`config.mk`:
```
export PLATFORM = sky130hd
export DESIGN_NAME = seg_scan_driver
export DESIGN_NICKNAME = d
export VERILOG_FILES = /design/src/rtl/seg_scan_pkg.sv /design/src/rtl/scan_tick_gen.sv /design/src/rtl/digit_rotor.sv /design/src/rtl/seg_out_stage.sv /design/src/rtl/seg_scan_driver.sv
export SDC_FILE = /design/constraint.sdc
export NUM_CORES = 1
export LEC_CHECK = 0
export ABC_AREA = 1
export BUFFER_PORTS_ARGS = -buffer_cell sky130_fd_sc_hd__buf_2
export CAP_MARGIN = 20
export CORE_AREA = 5 5 73 75
export CTS_CLUSTER_DIAMETER = 40
export DETAILED_ROUTE_END_ITERATION = 12
export DIE_AREA = 0 0 78 80
export GPL_TIMING_DRIVEN = 0
export HOLD_SLACK_MARGIN = 0.05
export SYNTH_ARGS = -nofsm -noshare
export SYNTH_HDL_FRONTEND = slang
export SYNTH_SLANG_ARGS = --single-unit
export TNS_END_PERCENT = 5
```
`constraint.sdc`:
```
create_clock -name clk -period 2.62 [get_ports clk]
set_input_delay 0.262 -clock clk [delete_from_list [all_inputs] [get_ports clk]]
set_output_delay 0.262 -clock clk [all_outputs]
set_load 0.05 [all_outputs]
```
`src/rtl/seg_scan_pkg.sv`:
```
package seg_scan_pkg;

  localparam int NIB_W = 4;
  localparam int SEG_W = 8;

  // Active-high glyph, bit 6 = a ... bit 0 = g
  function automatic logic [6:0] hex_glyph(input logic [NIB_W-1:0] nib);
    logic [6:0] g;
    case (nib)
      4'h0: g = 7'h7E;
      4'h1: g = 7'h30;
      4'h2: g = 7'h6D;
      4'h3: g = 7'h79;
      4'h4: g = 7'h33;
      4'h5: g = 7'h5B;
      4'h6: g = 7'h5F;
      4'h7: g = 7'h70;
      4'h8: g = 7'h7F;
      4'h9: g = 7'h7B;
      4'hA: g = 7'h77;
      4'hB: g = 7'h1F;
      4'hC: g = 7'h4E;
      4'hD: g = 7'h3D;
      4'hE: g = 7'h4F;
      default: g = 7'h47;
    endcase
    return g;
  endfunction

  // Active-low segment word {a..g, dp}
  function automatic logic [SEG_W-1:0] seg_word_n(input logic [NIB_W-1:0] nib,
                                                   input logic dp);
    return ~{hex_glyph(nib), dp};
  endfunction

endpackage

```
`src/rtl/scan_tick_gen.sv`:
```
module scan_tick_gen #(
  parameter int PERIOD = 200000
) (
  input  logic clk,
  input  logic rst_n,
  output logic tick
);
  localparam int CW = (PERIOD > 1) ? $clog2(PERIOD) : 1;
  localparam logic [CW-1:0] RELOAD = CW'(PERIOD - 1);

  logic [CW-1:0] cnt;

  always_ff @(posedge clk) begin
    if (!rst_n)          cnt <= '0;
    else if (cnt == '0)  cnt <= RELOAD;
    else                 cnt <= cnt - 1'b1;
  end

  assign tick = (cnt == '0);

  generate
    if (PERIOD > 1) begin : g_single

      tick_single_chk: assert property (@(posedge clk) disable iff (!rst_n)
        tick |=> !tick);
    end
  endgenerate

endmodule

```
`src/rtl/digit_rotor.sv`:
```
module digit_rotor #(
  parameter int DIGITS = 4
) (
  input  logic                      clk,
  input  logic                      rst_n,
  input  logic                      tick,
  output logic [$clog2(DIGITS)-1:0] idx
);
  localparam int IW = $clog2(DIGITS);
  localparam logic [IW-1:0] LAST = IW'(DIGITS - 1);

  always_ff @(posedge clk) begin
    if (!rst_n)    idx <= '0;
    else if (tick) idx <= (idx == LAST) ? '0 : idx + 1'b1;
  end


  idx_wrap_chk: assert property (@(posedge clk) disable iff (!rst_n)
    (tick && idx == LAST) |=> idx == '0);

  idx_hold_chk: assert property (@(posedge clk) disable iff (!rst_n)
    !tick |=> $stable(idx));

endmodule

```
`src/rtl/seg_out_stage.sv`:
```
module seg_out_stage
  import seg_scan_pkg::*;
#(
  parameter int DIGITS = 4
) (
  input  logic                      clk,
  input  logic                      rst_n,
  input  logic [$clog2(DIGITS)-1:0] idx,
  input  logic [DIGITS*NIB_W-1:0]   value,
  input  logic [DIGITS-1:0]         dp_mask,
  output logic [DIGITS-1:0]         an_n,
  output logic [SEG_W-1:0]          seg_n
);
  logic [NIB_W-1:0]  cur_nib;
  logic              cur_dp;
  logic [DIGITS-1:0] cur_an_n;

  always_comb begin
    cur_nib  = value[idx*NIB_W +: NIB_W];
    cur_dp   = dp_mask[idx];
    cur_an_n = '1;
    cur_an_n[idx] = 1'b0;
  end

  always_ff @(posedge clk) begin
    if (!rst_n) begin
      an_n  <= '1;
      seg_n <= '1;
    end else begin
      an_n  <= cur_an_n;
      seg_n <= seg_word_n(cur_nib, cur_dp);
    end
  end


  reset_dark_chk: assert property (@(posedge clk)
    !rst_n |=> (an_n == '1 && seg_n == '1));

  single_digit_chk: assert property (@(posedge clk) disable iff (!rst_n)
    $past(rst_n) |-> $countones(~an_n) == 1);

endmodule

```
`src/rtl/seg_scan_driver.sv`:
```
module seg_scan_driver
  import seg_scan_pkg::*;
#(
  parameter int DIGITS      = 4,
  parameter int SCAN_PERIOD = 200000
) (
  input  logic                    clk,
  input  logic                    rst_btn,
  input  logic [DIGITS*NIB_W-1:0] value,
  input  logic [DIGITS-1:0]       dp_mask,
  output logic [DIGITS-1:0]       an_n,
  output logic [SEG_W-1:0]        seg_n
);
  localparam int IW = $clog2(DIGITS);
  localparam int GW = $clog2(SCAN_PERIOD + 1);

  logic          rst_n;
  logic          scan_tick;
  logic [IW-1:0] digit_idx;

  assign rst_n = ~rst_btn;

  scan_tick_gen #(.PERIOD(SCAN_PERIOD)) u_tick (
    .clk   (clk),
    .rst_n (rst_n),
    .tick  (scan_tick)
  );

  digit_rotor #(.DIGITS(DIGITS)) u_rotor (
    .clk   (clk),
    .rst_n (rst_n),
    .tick  (scan_tick),
    .idx   (digit_idx)
  );

  seg_out_stage #(.DIGITS(DIGITS)) u_out (
    .clk     (clk),
    .rst_n   (rst_n),
    .idx     (digit_idx),
    .value   (value),
    .dp_mask (dp_mask),
    .an_n    (an_n),
    .seg_n   (seg_n)
  );

  // Checker state: cycles since the last strobe, and which digit is lit
  logic [GW-1:0] gap;
  logic          seen_tick;
  logic [IW-1:0] lit_idx;

  always_ff @(posedge clk) begin
    if (!rst_n) begin
      gap       <= '0;
      seen_tick <= 1'b0;
    end else if (scan_tick) begin
      gap       <= '0;
      seen_tick <= 1'b1;
    end else begin
      gap       <= gap + 1'b1;
    end
  end

  always_comb begin
    lit_idx = '0;
    for (int i = 0; i < DIGITS; i++)
      if (!an_n[i]) lit_idx = IW'(i);
  end


  tick_period_chk: assert property (@(posedge clk) disable iff (!rst_n)
    (scan_tick && seen_tick) |-> gap == GW'(SCAN_PERIOD - 1));

  dp_follow_chk: assert property (@(posedge clk) disable iff (!rst_n)
    (an_n != '1) |-> (seg_n[0] == !(|(~an_n & $past(dp_mask)))));

  glyph_follow_chk: assert property (@(posedge clk) disable iff (!rst_n)
    (an_n != '1) |->
      seg_n[7:1] == ~hex_glyph(NIB_W'($past(value) >> (NIB_W * lit_idx))));

endmodule

```
==> summary.txt <==
Outcome
  – Outcome: complete, no violations

Run
  – Max-cap violations: 0

Place
  – HPWL after detailed placement: between 2000 and 3000 microns
  – IO buf count: 32
  – Final Wtd Congestion: 0.7667

Clock network
  – Number of buffers created by CTS: 5
  – CTS tree: yes
  – CTS hold repair buffers: 0
  – Clk_lat worst skew: 0.29 ns
  – Largest buffer count on any clock path: 2
  – Total clock sinks: 32
  – Clk root buf: clkbuf_8
  – Clk slew on worst S/H paths: roughly 0.07 ns
  – Postcts setup bufs: 0
  – Quantity of gates resized following cts: 0
  – H-tree depth: 2

Synthesis
  – Post-Syn Instances: 250
  – Sequential area share after synthesis: 0.3593
  – EDFF count, synth: 0
  – Syn_nets: 283
  – Ys async rst share: 0
  – Synth unique cells: 31
  – Top_reg_cell synth: dfxtp_1
  – Post-synthesis area per instance: 7.132 sq um
  – #FFs+latches synth: 32
  – Synth warn: 0
  – Netlist Area Pre-Place: 1783 sq um

Setup path
  – Critical path type: register to register
  – Worst path required time: 2.78 ns
  – R2r setup slk: 0.78 ns
  – Worst Path Max Fanout: 10
  – Reg2reg start: u_rotor.idx[0]
  – CP top delay family: buffers and inverters
  – Largest stage delay, worst path: 0.39 ns
  – Worst EP arrival: 1.99 ns
  – WP buf/inv: 4
  – Slowest CP cell: dfxtp_1
  – Reg2reg end: u_out.seg_n[4]
  – Critical Path End: u_out.seg_n[4]
  – Worst setup path start: u_rotor.idx[0]
  – Startpoint Class: register
  – Crit path capture type: register
  – Reg2Reg Depth: 10
  – WP depth: 10
  – Crit path cell chain: buf_6 -> buf_4 -> nor2_1 -> o21ai_2 -> inv_1 -> ha_1 -> inv_1 -> nand2_1 -> nand3_1 -> nand3_1

Pwr
  – Total power: roughly 3100 uW
  – Max IR drop VDD: 0.0006761 V
  – Pwr dens: between 1000 and 1500 nW/um^2
  – P_leak: 0.001016 uW

Layout
  – Number of diodes: 0
  – # nets final: 322
  – Most common cell after layout, fill and taps aside: nand2_1
  – Register area: around 640 sq um
  – Layout area overhead: 17.75%
  – Layout Utilization: 0.4566
  – Layout cells sized above 1: 0.2207
  – Most frequent cells in the layout: 65 x nand2_1, 33 x buf_2, 32 x dfxtp_1
  – Layout fillers: 473
  – Area of the multi-input gates: 992.2 sq um

Route
  – First-pass DRT Iterations: 4
  – Drt initial violations: 99
  – Detail Route Antenna Nets: 0
  – Drt drc: 0
  – Wire length per cell: 10.96 microns
  – DR vias/cell: 4.703
  – Routed WL: about 3800 microns
  – Via count: 1618

Floorplan
  – Width of the die: around 78 microns
  – Die area: 6240 sq um
  – FP Rows: 25
  – Starting density of the core: 0.3878
  – I/O pin total: 34
  – Core area: about 4600 sq um
  – Die Span Y: 80 microns

Global routing
  – Initial antenna violation count: 0
  – Largest net degree at the start of global routing: 12
  – Gr ovfl total: 0
  – Vias in the first global route: 1615
  – Total Routing Usage GR: 0.1363
  – First-pass GRT wire length: 6879 microns

STA
  – Final hold vios: 0
  – Post-route minimum period: 1.836 ns
  – Final setup viols: 0
  – Worst-Margin Slew: approximately 0.46 ns
  – Fin Clk Skew: 0.007488 ns
  – RSZ-0062 raised after global routing: no
  – Fmax: 0.5447 GHz
  – Setup_tns: 0 ns
  – Relative slew slack: 0.6902
  – Period utilization: 0.7007
  – Slew Viols, Final: 0

Worst hold path
  – HP Class: input pin to register
  – Hold Path Depth: 2
[registers in the layout, indices dropped and copies added (netlist names)]
| name | count |
|---|---|
| u_rotor.idx | 2 |
| u_out.seg_n | 8 |
| u_out.an_n | 4 |
| u_tick.cnt | 18 |
[synth_stat cells, types with 2 or more instances]
library cell | count | area, sq um
dfxtp_1 | 32 | 640.6
nand4_1 | 3 | 18.77
nand2_2 | 3 | 18.77
a21oi_1 | 6 | 30.03
inv_1 | 24 | 90.09
xnor2_1 | 5 | 43.79
nand3_2 | 2 | 20.02
inv_2 | 3 | 11.26
ha_1 | 11 | 137.6
or2_2 | 2 | 12.51
a21oi_2 | 3 | 26.28
nor2_4 | 4 | 45.04
o21ai_0 | 8 | 40.04
o211ai_1 | 2 | 15.01
nor2_1 | 31 | 116.4
buf_6 | 2 | 22.52
nand2_1 | 65 | 244.0
a31oi_1 | 4 | 25.02
nand3_1 | 27 | 135.1
nand2_4 | 2 | 22.52
[power by group]
part           internal [uW]  switching, uW
clock                    189            193
combinational            645           1280
sequential               693            135
total                   1530           1610
[metrics by stage]
stage / hold WS [ns] / instances / setup slack [ns] / cell area [sq um]
final: 0.2784 / 344 / 0.7842 / 2100
after global placement: 0.4621 / 336 / 0.7897 / 2011
after detailed placement: 0.4688 / 336 / 0.7909 / 2011
after floorplan: 0.4467 / 250 / 1.020 / 1783
after global routing: 0.2828 / 344 / 0.5889 / 2100
after CTS: 0.2771 / 344 / 0.7781 / 2100
[kinds of logic (layout without fill, tap and decap cells)]
| family | after synthesis | count (layout) | synth area share |
|---|---|---|---|
| and+or+nand+nor | 141 | 141 | 0.3621 |
| buffers and inverters | 34 | 74 | 0.08421 |
| DFF | 32 | 32 | 0.3593 |
| AOI/OAI and AO/OA | 26 | 26 | 0.08772 |
| adders and majority gates | 11 | 11 | 0.07719 |
| xor gates and xnor gates | 6 | 6 | 0.02947 |
[how the worst min path moves through the flow]
stage / start / end / slack (ns)
finish: rst_btn / u_tick.cnt[5] / 0.28
global route: rst_btn / u_tick.cnt[5] / 0.28
CTS: rst_btn / u_tick.cnt[0] / 0.28
detailed placement: u_tick.cnt[0] / u_tick.cnt[0] / 0.47
global placement: u_tick.cnt[15] / u_tick.cnt[15] / 0.46
floorplan: u_tick.cnt[0] / u_tick.cnt[0] / 0.45
[per-layer routing]
metal / routed length, microns / GRT usage / vias to the layer above
met5: 0 / 0 / -
met4: 73 / 0.06419 / 0
met3: 183 / 0.04063 / 6
met2: 1699 / 0.2179 / 35
met1: 1813 / 0.1669 / 704
li1: - / - / 873
[cell type report]
type	instances	share of cell area
multi-input cells	184	0.4726
flip-flops and latches	32	0.3051
repair buffers	32	0.07628
inverters	29	0.05304
clock buffers	6	0.03457
well taps	54	0.03218
plain buffers	5	0.01847
clock inverters	2	0.007747
No activity file was read; power rests on OpenSTA's default activity.
